--- src/rtl/spi_txn_seq.sv ---
module spi_txn_seq #(
  parameter int DIV_W = 8,
  parameter int LEN_W = 12
) (
  input  logic             clk,
  input  logic             rst_n,
  input  logic             req_valid,
  input  logic [1:0]       req_kind,
  input  logic [21:0]      req_addr,
  input  logic [LEN_W-1:0] req_len,
  input  logic [DIV_W-1:0] clk_div,
  output logic             busy,
  input  logic [7:0]       wr_data,
  input  logic             wr_valid,
  output logic             wr_ready,
  output logic [7:0]       rd_data,
  output logic             rd_valid,
  input  logic             rd_ready,
  output logic             sclk,
  output logic             mosi,
  input  logic             miso,
  output logic             cs_n
);
  localparam logic [1:0] K_CMD = 2'd0;
  localparam logic [1:0] K_RD  = 2'd1;
  localparam logic [1:0] K_WR  = 2'd2;
  localparam int GAP_W = DIV_W + 1;

  typedef enum logic [1:0] {S_IDLE, S_LOAD, S_SHIFT, S_GAP} st_t;

  st_t              st;
  logic [1:0]       kind_q;
  logic [21:0]      addr_q;
  logic [LEN_W-1:0] left_q;
  logic [2:0]       hidx;
  logic [DIV_W-1:0] div_q, div_cnt;
  logic [GAP_W-1:0] gap_cnt;
  logic [7:0]       sh, rx, rd_q;
  logic [2:0]       bitn;
  logic             sclk_q, cs_q, rdv_q, in_data;
  logic [2:0]       hdr_n;
  logic             in_hdr;
  logic [7:0]       hdr_byte;
  logic             accept;

  assign hdr_n    = (kind_q == K_RD) ? 3'd4 : 3'd3;
  assign in_hdr   = hidx < hdr_n;
  assign accept   = (st == S_IDLE) && req_valid && (req_kind != 2'b11);
  assign busy     = (st != S_IDLE);
  assign wr_ready = (st == S_LOAD) && !in_hdr && (left_q != '0) && (kind_q == K_WR);
  assign sclk     = sclk_q;
  assign cs_n     = cs_q;
  assign mosi     = cs_q ? 1'b0 : sh[7];
  assign rd_data  = rd_q;
  assign rd_valid = rdv_q;

  always_comb begin
    case (hidx)
      3'd0: case (kind_q)
              K_CMD:   hdr_byte = {2'b01, addr_q[5:0]};
              K_WR:    hdr_byte = {2'b10, addr_q[21:16]};
              default: hdr_byte = {2'b00, addr_q[21:16]};
            endcase
      3'd1:    hdr_byte = (kind_q == K_CMD) ? 8'h00 : addr_q[15:8];
      3'd2:    hdr_byte = (kind_q == K_CMD) ? 8'h00 : addr_q[7:0];
      default: hdr_byte = 8'h00;
    endcase
  end

  always_ff @(posedge clk or negedge rst_n) begin
    if (!rst_n) begin
      st      <= S_IDLE;
      kind_q  <= K_CMD;
      addr_q  <= '0;
      left_q  <= '0;
      hidx    <= '0;
      div_q   <= '0;
      div_cnt <= '0;
      gap_cnt <= '0;
      sh      <= '0;
      rx      <= '0;
      rd_q    <= '0;
      bitn    <= '0;
      sclk_q  <= 1'b0;
      cs_q    <= 1'b1;
      rdv_q   <= 1'b0;
      in_data <= 1'b0;
    end else begin
      if (rdv_q && rd_ready) rdv_q <= 1'b0;
      case (st)
        S_IDLE: if (accept) begin
          kind_q <= req_kind;
          addr_q <= req_addr;
          left_q <= (req_kind == K_CMD) ? '0 : req_len;
          div_q  <= clk_div;
          hidx   <= '0;
          cs_q   <= 1'b0;
          st     <= S_LOAD;
        end
        S_LOAD: begin
          div_cnt <= '0;
          bitn    <= '0;
          if (in_hdr) begin
            sh      <= hdr_byte;
            hidx    <= hidx + 3'd1;
            in_data <= 1'b0;
            st      <= S_SHIFT;
          end else if (left_q == '0) begin
            cs_q    <= 1'b1;
            gap_cnt <= '0;
            st      <= S_GAP;
          end else if (kind_q == K_WR && wr_valid) begin
            sh      <= wr_data;
            left_q  <= left_q - 1'b1;
            in_data <= 1'b1;
            st      <= S_SHIFT;
          end else if (kind_q == K_RD && !rdv_q) begin
            sh      <= 8'h00;
            left_q  <= left_q - 1'b1;
            in_data <= 1'b1;
            st      <= S_SHIFT;
          end
        end
        S_SHIFT: begin
          if (div_cnt == div_q) begin
            div_cnt <= '0;
            if (!sclk_q) begin
              sclk_q <= 1'b1;
              rx     <= {rx[6:0], miso};
            end else begin
              sclk_q <= 1'b0;
              sh     <= {sh[6:0], 1'b0};
              bitn   <= bitn + 3'd1;
              if (bitn == 3'd7) begin
                st <= S_LOAD;
                if (in_data && kind_q == K_RD) begin
                  rd_q  <= rx;
                  rdv_q <= 1'b1;
                end
              end
            end
          end else begin
            div_cnt <= div_cnt + 1'b1;
          end
        end
        default: begin
          if (gap_cnt == {div_q, 1'b1}) st <= S_IDLE;
          else gap_cnt <= gap_cnt + 1'b1;
        end
      endcase
    end
  end

  assert_idle_pins_R10: assert property (@(posedge clk) disable iff (!rst_n)
    !busy |-> (cs_n && !sclk));

  assert_sclk_in_frame_R5: assert property (@(posedge clk) disable iff (!rst_n)
    (sclk != $past(sclk)) |-> !cs_n);

  assert_mosi_hold_R6: assert property (@(posedge clk) disable iff (!rst_n)
    (sclk && $past(sclk)) |-> $stable(mosi));

  assert_rd_hold_R9: assert property (@(posedge clk) disable iff (!rst_n)
    (rd_valid && !rd_ready) |=> (rd_valid && $stable(rd_data)));

  assert_accept_needs_req_R7: assert property (@(posedge clk) disable iff (!rst_n)
    $rose(busy) |-> ($past(req_valid) && $past(req_kind) != 2'b11));
endmodule

--- config.mk ---
export PLATFORM = sky130hd
export DESIGN_NAME = spi_txn_seq
export DESIGN_NICKNAME = d
export VERILOG_FILES = /design/src/rtl/spi_txn_seq.sv
export SDC_FILE = /design/constraint.sdc
export NUM_CORES = 1
export LEC_CHECK = 0
export BUFFER_PORTS_ARGS = -buffer_cell sky130_fd_sc_hd__buf_4
export CAP_MARGIN = 25
export CORE_ASPECT_RATIO = 0.75
export CORE_MARGIN = 5
export CORE_UTILIZATION = 30
export DETAILED_ROUTE_END_ITERATION = 10
export PLACE_DENSITY_LB_ADDON = 0.05
export SYNTH_ARGS = -nofsm -noshare
export SYNTH_HDL_FRONTEND = slang
export SYNTH_SLANG_ARGS = --single-unit
--- constraint.sdc ---
create_clock -name clk -period 3.44 [get_ports clk]
set_clock_uncertainty 0.2 [all_clocks]
set_input_delay 0.172 -clock clk [delete_from_list [all_inputs] [get_ports clk]]
set_output_delay 0.172 -clock clk [all_outputs]
set_load 0.01 [all_outputs]
======== After elaboration in Yosys (flattened, before gate mapping) ========
Cells that the tools add are included.
W data, S select, Z words.
word-level totals
  input port bits ......................... 58
  logic and storage cells ................. 140
  output and inout bits ................... 14
  register bits ........................... 97
cells by class
  equality and inequality tests ........... 24
  add/sub/neg operators ................... 5
  bitwise operators ....................... 2
  multiplexer cells ....................... 57
  reductions and logical operators ........ 35
  order comparisons ....................... 1
operators with widths
  cell                     number
  $mux W12                 6
  $mux W8                  9
  $pmux W8 S2              3
  $mux W9                  3
  $pmux W12 S2             1
  $pmux W8 S3              1
  $ne A2 B2 Y1 const B     10
  $mux W2                  9
  $pmux W9 S2              1
  $mux W1                  15
  $mux W3                  5
  $reduce_and A5 Y1        3
  $logic_not A12 Y1        1
  $pmux W3 S2              2
  $reduce_and A3 Y1        4
  $reduce_bool A12 Y1      1
  $sub A12 B1 Y12 const B  1
  $add A9 B1 Y9 const B    1
  $eq A9 B9 Y1             1
  $logic_and A1 B1 Y1      9
  $add A8 B1 Y8 const B    1
  $eq A8 B8 Y1             1
  $reduce_and A4 Y1        2
  $add A3 B1 Y3 const B    2
  23 further kinds         32

======== Logic depth before layout (Yosys ltp) ========
Gate-level depths: netlist of the first run.
  depth after elaboration ................. 7
  gate-level depth with buffers ........... 10
  gate-level depth less buffers ........... 9

======== Worst setup path after synthesis of the first run ========
OpenSTA, ideal clock, no wires.
  path kind ............................... register -> register
  start ................................... register left_q[0]
  end ..................................... register left_q[6]
  arrival ................................. 2.239 ns
  period minus slack after synthesis ...... 2.534 ns
  stages on the path, launching flop included .. 11
  data required time ...................... 3.144 ns
  path slack .............................. 0.906 ns
  setup time .............................. 0.096 ns
  cell sequence ........................... dfrtp_1 > inv_1 > ha_1 > or3b_1 > buf_6 > o41ai_4 > nor2_2 > and3_1 > buf_6 > and3_4 > nor4_2
between the ends
  word-level cells in the longest chain between the ends .. 6
  elaborated cells between the ends (all ways) .. 9
  classes of those cells .................. add/sub: 1; eq/ne: 1; mux: 5; reduce/logical: 2
ends and longest elaborated chain
  item                    line      source
  from (decl)             34        logic [LEN_W-1:0] left_q;
  from (signal assigned)  94        left_q <= (req_kind == K_CMD) ? '0 : req_len;
  from (signal assigned)  114       left_q <= left_q - 1'b1;
  from (signal assigned)  119       left_q <= left_q - 1'b1;
  $sub A12 B1 Y12         114, 119
  $mux W12                117       end else if (kind_q == K_RD && !rdv_q) begin
  $mux W12                112       end else if (kind_q == K_WR && wr_valid) begin
  $mux W12                108       end else if (left_q == '0) begin
  $mux W12                103       if (in_hdr) begin
  $pmux W12 S2            90        case (st)
Parallel ways exist; a longest one is shown, timed or not. The select of a mux whose other input is x is not followed.
A chain may end at the register's enable or synchronous reset.

======== Final worst setup path of the first run ========
  start ................................... register st[1]
  end ..................................... register cs_q, in the netlist cs_n
between the ends
  word-level cells in the longest chain between the ends .. 5
  elaborated cells between the ends (all ways) .. 10
  classes of those cells .................. eq/ne: 4; mux: 1; reduce/logical: 5
ends and longest elaborated chain
  item                                line    source
  from (decl)                         31      st_t st;
  from (signal assigned)              72      st <= S_IDLE;
  from (signal assigned)              98      st <= S_LOAD;
  from (signal assigned)              107     st <= S_SHIFT;
  $logic_not A2 Y1                    48, 90
  $logic_and A1 B1 Y1 (2 in a row)    48      assign accept = (st == S_IDLE) && req_valid && (req_kind != 2'b11);
  $ne A2 B2 Y1 (no source line)       -
  $reduce_and A4 Y1 (no source line)  -
  to (signal assigned)                85      cs_q <= 1'b1;
  to (signal assigned)                97      cs_q <= 1'b0;
  to (signal assigned)                109     cs_q <= 1'b1;
  to (decl)                           40      logic sclk_q, cs_q, rdv_q, in_data;
Parallel ways exist; a longest one is shown, timed or not.

==> impl_metrics.json, run 1 <==
{
  "status": "finished clean",
  "synthCells": 500,
  "finalPower_uw": 5310,
  "drt_iter0_markers": 239,
  "relSlewSlack_pct": 52.6,
  "yosysTopAreaCellShare_pct": 46.5,
  "root_buffer": "clkbuf_16",
  "synthTopCellsByArea": "dfrtp_1, mux2_2, nand2_1, ha_1, o21ai_0",
  "path_common_cell": "inv_1",
  "cp-end-kind": "register",
  "drc": 0,
  "final_nets": 686,
  "syn-cell-area_mm2": 0.00517,
  "wl_per_cell_um": 16.7,
  "grt_pass1_vias": 4247,
  "maxSlewViolCount": 0,
  "vdd_drop_max_uv": 265,
  "max_cap_violations": 0,
  "cp.arrival_ns": 3.22,
  "cts.sinks": 97,
  "synth_nets": 572,
  "rsz0062_at_grt": "false",
  "reg2regPathDepth": 8,
  "yosysTopAreaCell": "dfrtp_1",
  "fmax_ghz": 0.320,
  "fin_crit_sh_pct": 90.9,
  "cts_max_path_buffers": 2,
  "hpwlAfterDp_um": 10100,
  "htree_num_levels": 3,
  "fp-row-count": 41,
  "via_per_inst": 5.03,
  "leakage_uw": 0.00295,
  "hold_path_end": "sh[1]",
  "async_flop_share_pct": 100,
  "synth-main-ff-cell": "dfrtp_1",
  "cts_resized": 0,
  "ys_ff_latch": 97,
  "path_class": "reg -> reg",
  "port_buffers": 71,
  "drive_above_1_share_pct": 25.2,
  "worstMarginPinSlew_ns": 0.703,
  "insertion_delay_ns": 0.36,
  "hold_violations": 0,
  "synth_cell_type_count": 68,
  "grt_max_degree": 54,
  "critical_path_required_ns": 3.53,
  "min_from": "wr_data[1]",
  "setup_viol": 0,
  "core_mm2": 0.0169,
  "worst_hold_path_type": "in -> reg",
  "die_h_um": 124,
  "synth_most_common_cell": "dfrtp_1",
  "antenna_found_initial": 0,
  "cpPeakStageDelay_ns": 0.56,
  "start_util_pct": 30.6,
  "die_w_um": 162,
  "period_needed_ns": 3.13,
  "antenna_cells": 0,
  "crit_fanout": 14,
  "cellPowerDensity_mw_per_mm2": 791,
  "cpMaxStageDelayCell": "dlygate4sd3_1",
  "io_pins": 72,
  "syn_avg_cell_area_um2": 10.3,
  "area_growth_pct": 29.8,
  "r2r_setup_slack_ns": 0.31,
  "cp_cell_sequence": "inv_1 > ha_1 > inv_1 > nor4_1 > o211a_1 > a21oi_1 > a31oi_1 > dlygate4sd3_1",
  "r2r-end": "cs_n",
  "overflow": 0,
  "crit_path_start_kind": "register",
  "grt_pass1_wl_um": 22800,
  "final.setup.tns_ns": 0,
  "synth_edf_count": 0,
  "finalWirelength_um": 13900,
  "dieArea_mm2": 0.0200,
  "dr_total_vias": 4194,
  "gp_congestion": 0.768,
  "hold_depth": 3,
  "grtUsageTotal_pct": 14.6,
  "synth_common_cells": "dfrtp_1, nand2_1, mux2_2, o21ai_0, nor2_1",
  "yosysWarnings": 0,
  "numCtsBuffers": 9,
  "ant_nets": 0,
  "ys_seq_area_share_pct": 47.0,
  "cts_tree": "yes",
  "path_clk_slew_ns": 0.06,
  "r2r-start": "st[1]",
  "drtPass1Iterations": 4
}
==> repair_timing <==
item / CTS / global route
hold buffers: 49 / 0
hold endpoints to repair: 90 / 0
setup buffers: 0 / 0
setup endpoints to repair: 0 / 0
==> where the power goes <==
group          total (uW)  internal, uW  switching [uW]
Combinational        2370          1050            1320
Clock                1020           564             461
Sequential           1910          1540             379
==> registers in the layout, indices dropped and copies added, names as in the netlist <==
register  cells
kind_q        2
bitn          3
left_q       12
div_cnt       8
in_data       1
sh            8
gap_cnt       9
st            2
hidx          3
cs_n          1
addr_q       22
rd_valid      1
rd_data       8
rx            8
div_q         8
sclk          1
==> cell families after synthesis <==
group / synth area share, %
muxes: 11.2
xor gates and xnor gates: 3.39
DFF: 47.0
and+or+nand+nor: 15.1
adders and majority gates: 3.39
buffers and inverters: 3.53
AOI/OAI and AO/OA: 16.5
==> how the worst max path moves through the flow <==
stage                   start  slack [ns]  cells past startpoint    endpoint
floorplan           left_q[0]        0.91                     10   left_q[6]
global placement        st[1]        0.59                      8  gap_cnt[3]
detailed placement      st[1]        0.55                      8  gap_cnt[3]
CTS                     st[1]        0.28                      8        cs_n
global route            st[1]        0.06                      8        cs_n
finish                  st[1]        0.31                      8        cs_n
==> layout make-up <==
type                            instances  area [um^2]
Inverter                               17         63.8
Fill cell                            1668        10200
Timing Repair Buffer                  128         1100
Sequential cell                        97         2430
Clock inverter                          6         68.8
Tap cell                              215          269
Multi-Input combinational cell        361         2560
Clock buffer                            9          225
==> routing by layer <==
| metal | share of wire, % | vias to the layer above | GRT usage [%] |
|---|---|---|---|
| met5 | 0 | - | 0 |
| met3 | 3.7 | 13 | 3.80 |
| li1 | - | 2051 | - |
| met1 | 50 | 2060 | 20.2 |
| met2 | 45 | 70 | 22.7 |
| met4 | 1.3 | 0 | 4.26 |
==> per-stage QoR <==
stage / hold slack (ns) / instance area (um^2) / utilization [%] / setup WS [ns] / std cells
2_1_floorplan: -0.324 / 5170 / - / 0.906 / 500
3_3_place_gp: 0.0272 / 5930 / 35.1 / 0.588 / 769
3_5_place_dp: 0.0246 / 5930 / 35.1 / 0.553 / 769
4_1_cts: 0.0297 / 6710 / 39.8 / 0.281 / 833
5_1_grt: 0.0325 / 6710 / 39.8 / 0.0589 / 833
6_report: 0.0445 / 6710 / 39.8 / 0.314 / 833
==> layout by cell type, fill, tap and decap left out, drive strengths merged, types with 6 or more instances in the layout <==
master       instances
a22oi               10
buf                 79
nand4                6
xnor2               15
o31ai                8
dfrtp               96
nand3               14
clkbuf               9
mux2                46
nor4                 7
a32o                 8
ha                  14
a21oi               20
a21o                 6
nor3                11
and3                 6
dlygate4sd3         49
mux2i                6
nor2                26
inv                 18
o21ai               32
nand2               53
==> critical path: cells and delay by family (launching register included) <==
kind                     cells  cell delay, ns
buffers and inverters        3            1.00
AO/OA/AOI/OAI                3            0.54
AND/OR/NAND/NOR              1            0.51
adder cells (fa/ha/maj)      1            0.40
flip-flops                   1            0.41
(Power assumes the default switching activity.)
==> run 2: changes to the inputs <==
Settings changed: ABC_AREA set to 1.
Clock period 3.44 ns to 3.79 ns, I/O delays scaled along.
==> impl_metrics.json, run 2 <==
{
  "final-seq-area_mm2": 0.00243,
  "worst_hold_path_type": "in -> reg",
  "drtPass1Iterations": 5,
  "yosysTopAreaCellShare_pct": 43.6,
  "reg2regPathDepth": 9,
  "yosysTopAreaCell": "dfrtp_1",
  "min_from": "req_len[5]",
  "fin_crit_sh_pct": 71.3,
  "htree_num_levels": 3,
  "grt_pass1_wl_um": 24900,
  "top_regs": "addr_q (22), left_q (12), gap_cnt (9)",
  "root_buffer": "clkbuf_16",
  "p_comb_share_pct": 46.6,
  "cts_setup_buffers": 0,
  "r2r-end": "st[0]",
  "synth_common_cells": "nand2_1, dfrtp_1, inv_1, nor2_1, nand3_1",
  "ys_seq_area_share_pct": 44.1,
  "synth_cell_type_count": 35,
  "start_util_pct": 30.8,
  "r2r-start": "st[0]",
  "die_w_um": 167,
  "nFillCells": 1893,
  "area_growth_pct": 26.4,
  "crit_family": "simple AND/OR/NAND/NOR gates",
  "layout_common_cells": "nand2_1, dfrtp_1, inv_1, buf_4, nor2_1",
  "synthCells": 698,
  "insertion_delay_ns": 0.36,
  "switching_share_pct": 44.7,
  "async_flop_share_pct": 100,
  "die_h_um": 127,
  "via_per_inst": 4.55,
  "p_int_uw": 2640,
  "antenna_found_initial": 0,
  "yosysWarnings": 0,
  "final_area_mm2": 0.00697,
  "drive_above_1_share_pct": 19.0,
  "period_needed_ns": 2.70,
  "fp-row-count": 42,
  "core_mm2": 0.0179,
  "path_class": "reg -> reg",
  "crit_fanout": 24,
  "syn-cell-area_mm2": 0.00551,
  "largest_reg_flops": 22,
  "ys_ff_latch": 97,
  "fmax_ghz": 0.370,
  "dieArea_mm2": 0.0212,
  "grt_pass1_vias": 4861,
  "overflow": 0,
  "cts_max_path_buffers": 2,
  "drt_iter0_markers": 284,
  "layout_commonest_cell": "nand2_1",
  "wl_per_cell_um": 13.8,
  "hold_path_end": "left_q[5]",
  "cp.arrival_ns": 2.75,
  "finish.utilization_pct": 39.0,
  "io_pins": 72,
  "path_common_cell": "nand2_1",
  "hold_depth": 5,
  "ant_nets": 0,
  "relSlewSlack_pct": 37.4,
  "dpl_cell_area_mm2": 0.00626,
  "final.setup.tns_ns": 0,
  "synthTopCellsByArea": "dfrtp_1, nand2_1, inv_1, nand3_1, nor2_1",
  "synth-main-ff-cell": "dfrtp_1",
  "leakage_uw": 0.00337,
  "top_register": "addr_q",
  "final_nets": 877,
  "hpwlAfterDp_um": 10700,
  "syn_avg_cell_area_um2": 7.90,
  "seqPwrFrac_pct": 34.4,
  "grt_max_degree": 63,
  "maxSlewViolCount": 0,
  "crit_path_start_kind": "register",
  "multiInputGateArea_mm2": 0.00266,
  "critical_path_required_ns": 3.84,
  "cts.sinks": 97,
  "crit_buf_inv": 1,
  "rsz0062_at_grt": "false",
  "max_cap_violations": 0,
  "setup_viol": 0,
  "status": "finished clean",
  "antenna_cells": 0,
  "final_cells": 1052,
  "cpMaxStageDelayCell": "nand3_2",
  "vdd_drop_max_uv": 255,
  "synth_most_common_cell": "nand2_1",
  "synth_edf_count": 0,
  "cp-end-kind": "register",
  "r2r_setup_slack_ns": 1.09,
  "gp_congestion": 0.855,
  "cpPeakStageDelay_ns": 0.47,
  "cp_cell_sequence": "inv_1 > ha_1 > nand3_2 > nand2_1 > o211ai_1 > a21oi_1 > nand3_1 > nand2_1 > nand2_1",
  "synth_nets": 770,
  "finalWirelength_um": 14500,
  "p_sw_uw": 2140,
  "placedCellCount": 995,
  "cts_tree": "yes",
  "cellPowerDensity_mw_per_mm2": 685,
  "grtUsageTotal_pct": 14.3,
  "hold_violations": 0,
  "drc": 0,
  "clkPwrFrac_pct": 19.0,
  "port_buffers": 71,
  "path_clk_slew_ns": 0.07,
  "numCtsBuffers": 9,
  "dr_total_vias": 4791,
  "worstMarginPinSlew_ns": 0.939
}
run 2: cell types whose count changed after synthesis, sizes merged, moves of 17 or more:
cell	delta
o21ai	+22
inv	+65
nand3	+45
nand2	+141
mux2	-29
nor2	+47
a21oi	+17
run 2: tightest hold or removal path, delay by kind of cell:
family	cells	cell delay, ns
compound gates	2	0.16
simple gates	2	0.10
buf+inv	1	0.11
run 2: routing by layer:
metal	global-route usage [%]	routed length [um]	up-vias	part of all wire [%]
met5	0	0	-	0
met4	3.46	170	0	1.2
met3	3.06	542	12	3.7
met2	21.0	6080	78	42
met1	21.5	7700	2228	53
li1	-	-	2473	-
run 2: cells by family after synthesis:
family / synth area share (%)
xor+xnor: 1.43
compound gates: 11.5
simple gates: 28.5
fa+ha+maj: 3.18
mux: 3.47
buf+inv: 7.85
flops: 44.1
run 2: cell type report:
type                       count  area share (%)
sequential                    97            34.9
multi-input combinational    498            38.1
timing repair buffer         117            14.1
tap                          242            4.35
clock inverter                 6           0.754
inverter                      82            4.42
clock buffer                  10            3.43
run 2: worst max path at each step:
stage,start,endpoint,depth (start not counted)
final,st[0],st[0],9
after global routing,st[1],st[1],9
after CTS,st[0],st[0],9
after detailed placement,st[0],st[0],9
after global placement,st[0],st[0],9
after floorplan,st[0],st[0],10
run 2: metrics by stage:
step                setup WS, ns  hold slack [ns]  total power [uW]
floorplan                   1.87           -0.306              3300
global placement            1.22            0.176              3840
detailed placement          1.07            0.181              3870
CTS                         1.05           0.0254              4850
global route               0.759           0.0697              5250
finish                      1.09           0.0415              4780
run 2: power by group through the flow:
stage	clock [uW]	combinational (uW)	sequential, uW
floorplan	0	1740	1560
global placement	0	2180	1650
detailed placement	0	2210	1660
CTS	955	2250	1640
global route	985	2580	1690
finish	909	2220	1640
run 2: timing repair:
item                      CTS  global route
hold endpoints to repair   99             0
hold buffers               41             0
gates resized for setup     0             0
==> run 3: changes to the inputs <==
Clock period 3.79 ns to 2.85 ns, I/O delays scaled along.
==> impl_metrics.json, run 3 (same netlist as run 2, synthesis figures left out) <==
{
  "setup_viol": 0,
  "fmax_ghz": 0.397,
  "layout_common_cells": "nand2_1, dfrtp_1, buf_4, inv_1, nor2_1",
  "start_util_pct": 30.8,
  "path_class": "reg -> out",
  "overflow": 0,
  "layout_commonest_cell": "nand2_1",
  "grt_max_degree": 49,
  "cpPeakStageDelay_ns": 0.41,
  "cts.sinks": 97,
  "critical_path_required_ns": 2.51,
  "die_w_um": 167,
  "cellPowerDensity_mw_per_mm2": 916,
  "wl_per_cell_um": 13.8,
  "final_cells": 1061,
  "setup_ws_ns": 0.333,
  "final.setup.tns_ns": 0,
  "fp-row-count": 42,
  "port_buffers": 71,
  "hold_violations": 0,
  "worst_hold_path_type": "in -> reg",
  "crit_path_start_kind": "register",
  "status": "finished clean",
  "numCtsBuffers": 9,
  "htree_num_levels": 3,
  "io_pins": 72,
  "gp_congestion": 0.845,
  "top_regs": "addr_q (22), left_q (12), gap_cnt (9)",
  "cts_setup_buffers": 0,
  "period_needed_ns": 2.52,
  "fin_hold_ws_ns": 0.0306,
  "top_register": "addr_q",
  "cp_cell_sequence": "inv_2 > nand2_2 > ha_1 > nand2_1 > nand2_1 > nand2_2 > nor3_1 > buf_4",
  "hpwlAfterDp_um": 10700,
  "drt_iter0_markers": 377,
  "hold_path_end": "sh[4]",
  "grt_pass1_wl_um": 24500,
  "area_growth_pct": 28.3,
  "core_mm2": 0.0179,
  "r2r-end": "left_q[3]",
  "placedCellCount": 998,
  "r2r-start": "kind_q[1]",
  "place_ws_ns": 0.452,
  "cts_tree": "yes",
  "maxSlewViolCount": 0,
  "antenna_cells": 0,
  "cp-end-kind": "primary output",
  "dr_total_vias": 4845,
  "die_h_um": 127,
  "largest_reg_flops": 22,
  "dieArea_mm2": 0.0212,
  "crit_fanout": 11,
  "insertion_delay_ns": 0.35,
  "cp.arrival_ns": 2.17,
  "cpMaxStageDelayCell": "dfrtp_1",
  "min_from": "wr_data[4]",
  "final_area_mm2": 0.00707,
  "hold_depth": 5,
  "worstMarginPinSlew_ns": 0.677,
  "path_clk_slew_ns": 0.08,
  "reg2regPathDepth": 13,
  "final_nets": 886,
  "grtUsageTotal_pct": 14.1,
  "fin_crit_sh_pct": 88.3,
  "leakage_uw": 0.00342,
  "ant_nets": 0,
  "crit_family": "simple AND/OR/NAND/NOR gates",
  "crit_buf_inv": 2,
  "rsz0062_at_grt": "false",
  "drc": 0,
  "relSlewSlack_pct": 54.9,
  "root_buffer": "clkbuf_16",
  "max_cap_violations": 0,
  "antenna_found_initial": 0,
  "via_per_inst": 4.57,
  "vdd_drop_max_uv": 379,
  "dpl_cell_area_mm2": 0.00629,
  "cts_max_path_buffers": 2,
  "drtPass1Iterations": 4,
  "drive_above_1_share_pct": 19.2,
  "finalWirelength_um": 14600,
  "grt_pass1_vias": 4839,
  "r2r_setup_slack_ns": 0.45
}
==> run 3: stage by stage <==
step                util, %  total power, uW
floorplan                 -             4390
global placement       35.2             5150
detailed placement     35.2             5180
CTS                    39.6             6570
global route           39.6             7060
finish                 39.6             6470
==> run 3: worst register-to-register path: cells and delay by family, from the launching register on <==
kind,cells,cell delay (ns)
compound gates,1,0.07
fa+ha+maj,1,0.27
buf+inv,3,0.43
flops,1,0.41
simple gates,8,0.97
==> run 3: worst max path at each step <==
| stage | start | endpoint | slack [ns] | cells past startpoint |
|---|---|---|---|---|
| floorplan | st[0] | st[0] | 0.93 | 10 |
| global placement | kind_q[1] | left_q[10] | 0.53 | 13 |
| detailed placement | kind_q[1] | left_q[10] | 0.45 | 13 |
| CTS | kind_q[1] | wr_ready | 0.32 | 8 |
| global route | kind_q[1] | wr_ready | 0.18 | 8 |
| finish | kind_q[1] | wr_ready | 0.33 | 8 |
==> run 3: power by group <==
part	leakage [uW]	internal (uW)	total [uW]	switching [uW]
Clock	0.000145	697	1290	596
Combinational	0.00205	1090	3020	1920
Sequential	0.00123	1810	2160	353
==> run 3: timing repair <==
item                       CTS  global route
hold buffers                47             0
gates resized for setup      0             0
setup endpoints to repair    0             0
hold endpoints to repair    90             0
==> run 3: area by class of cell <==
type | instances | area (um^2)
Inverter | 82 | 308
Multi-Input combinational cell | 498 | 2660
Clock buffer | 9 | 225
Clock inverter | 7 | 87.6
Fill cell | 1894 | 10800
Tap cell | 242 | 303
Timing Repair Buffer | 126 | 1060
Sequential cell | 97 | 2430
==> run 3: per-layer routing <==
layer / up-vias / global-route usage, % / wire length, um
li1: 2493 / - / -
met1: 2256 / 21.2 / 7690
met2: 81 / 20.4 / 6040
met3: 15 / 3.12 / 680
met4: 0 / 3.51 / 190
met5: - / 0 / 0
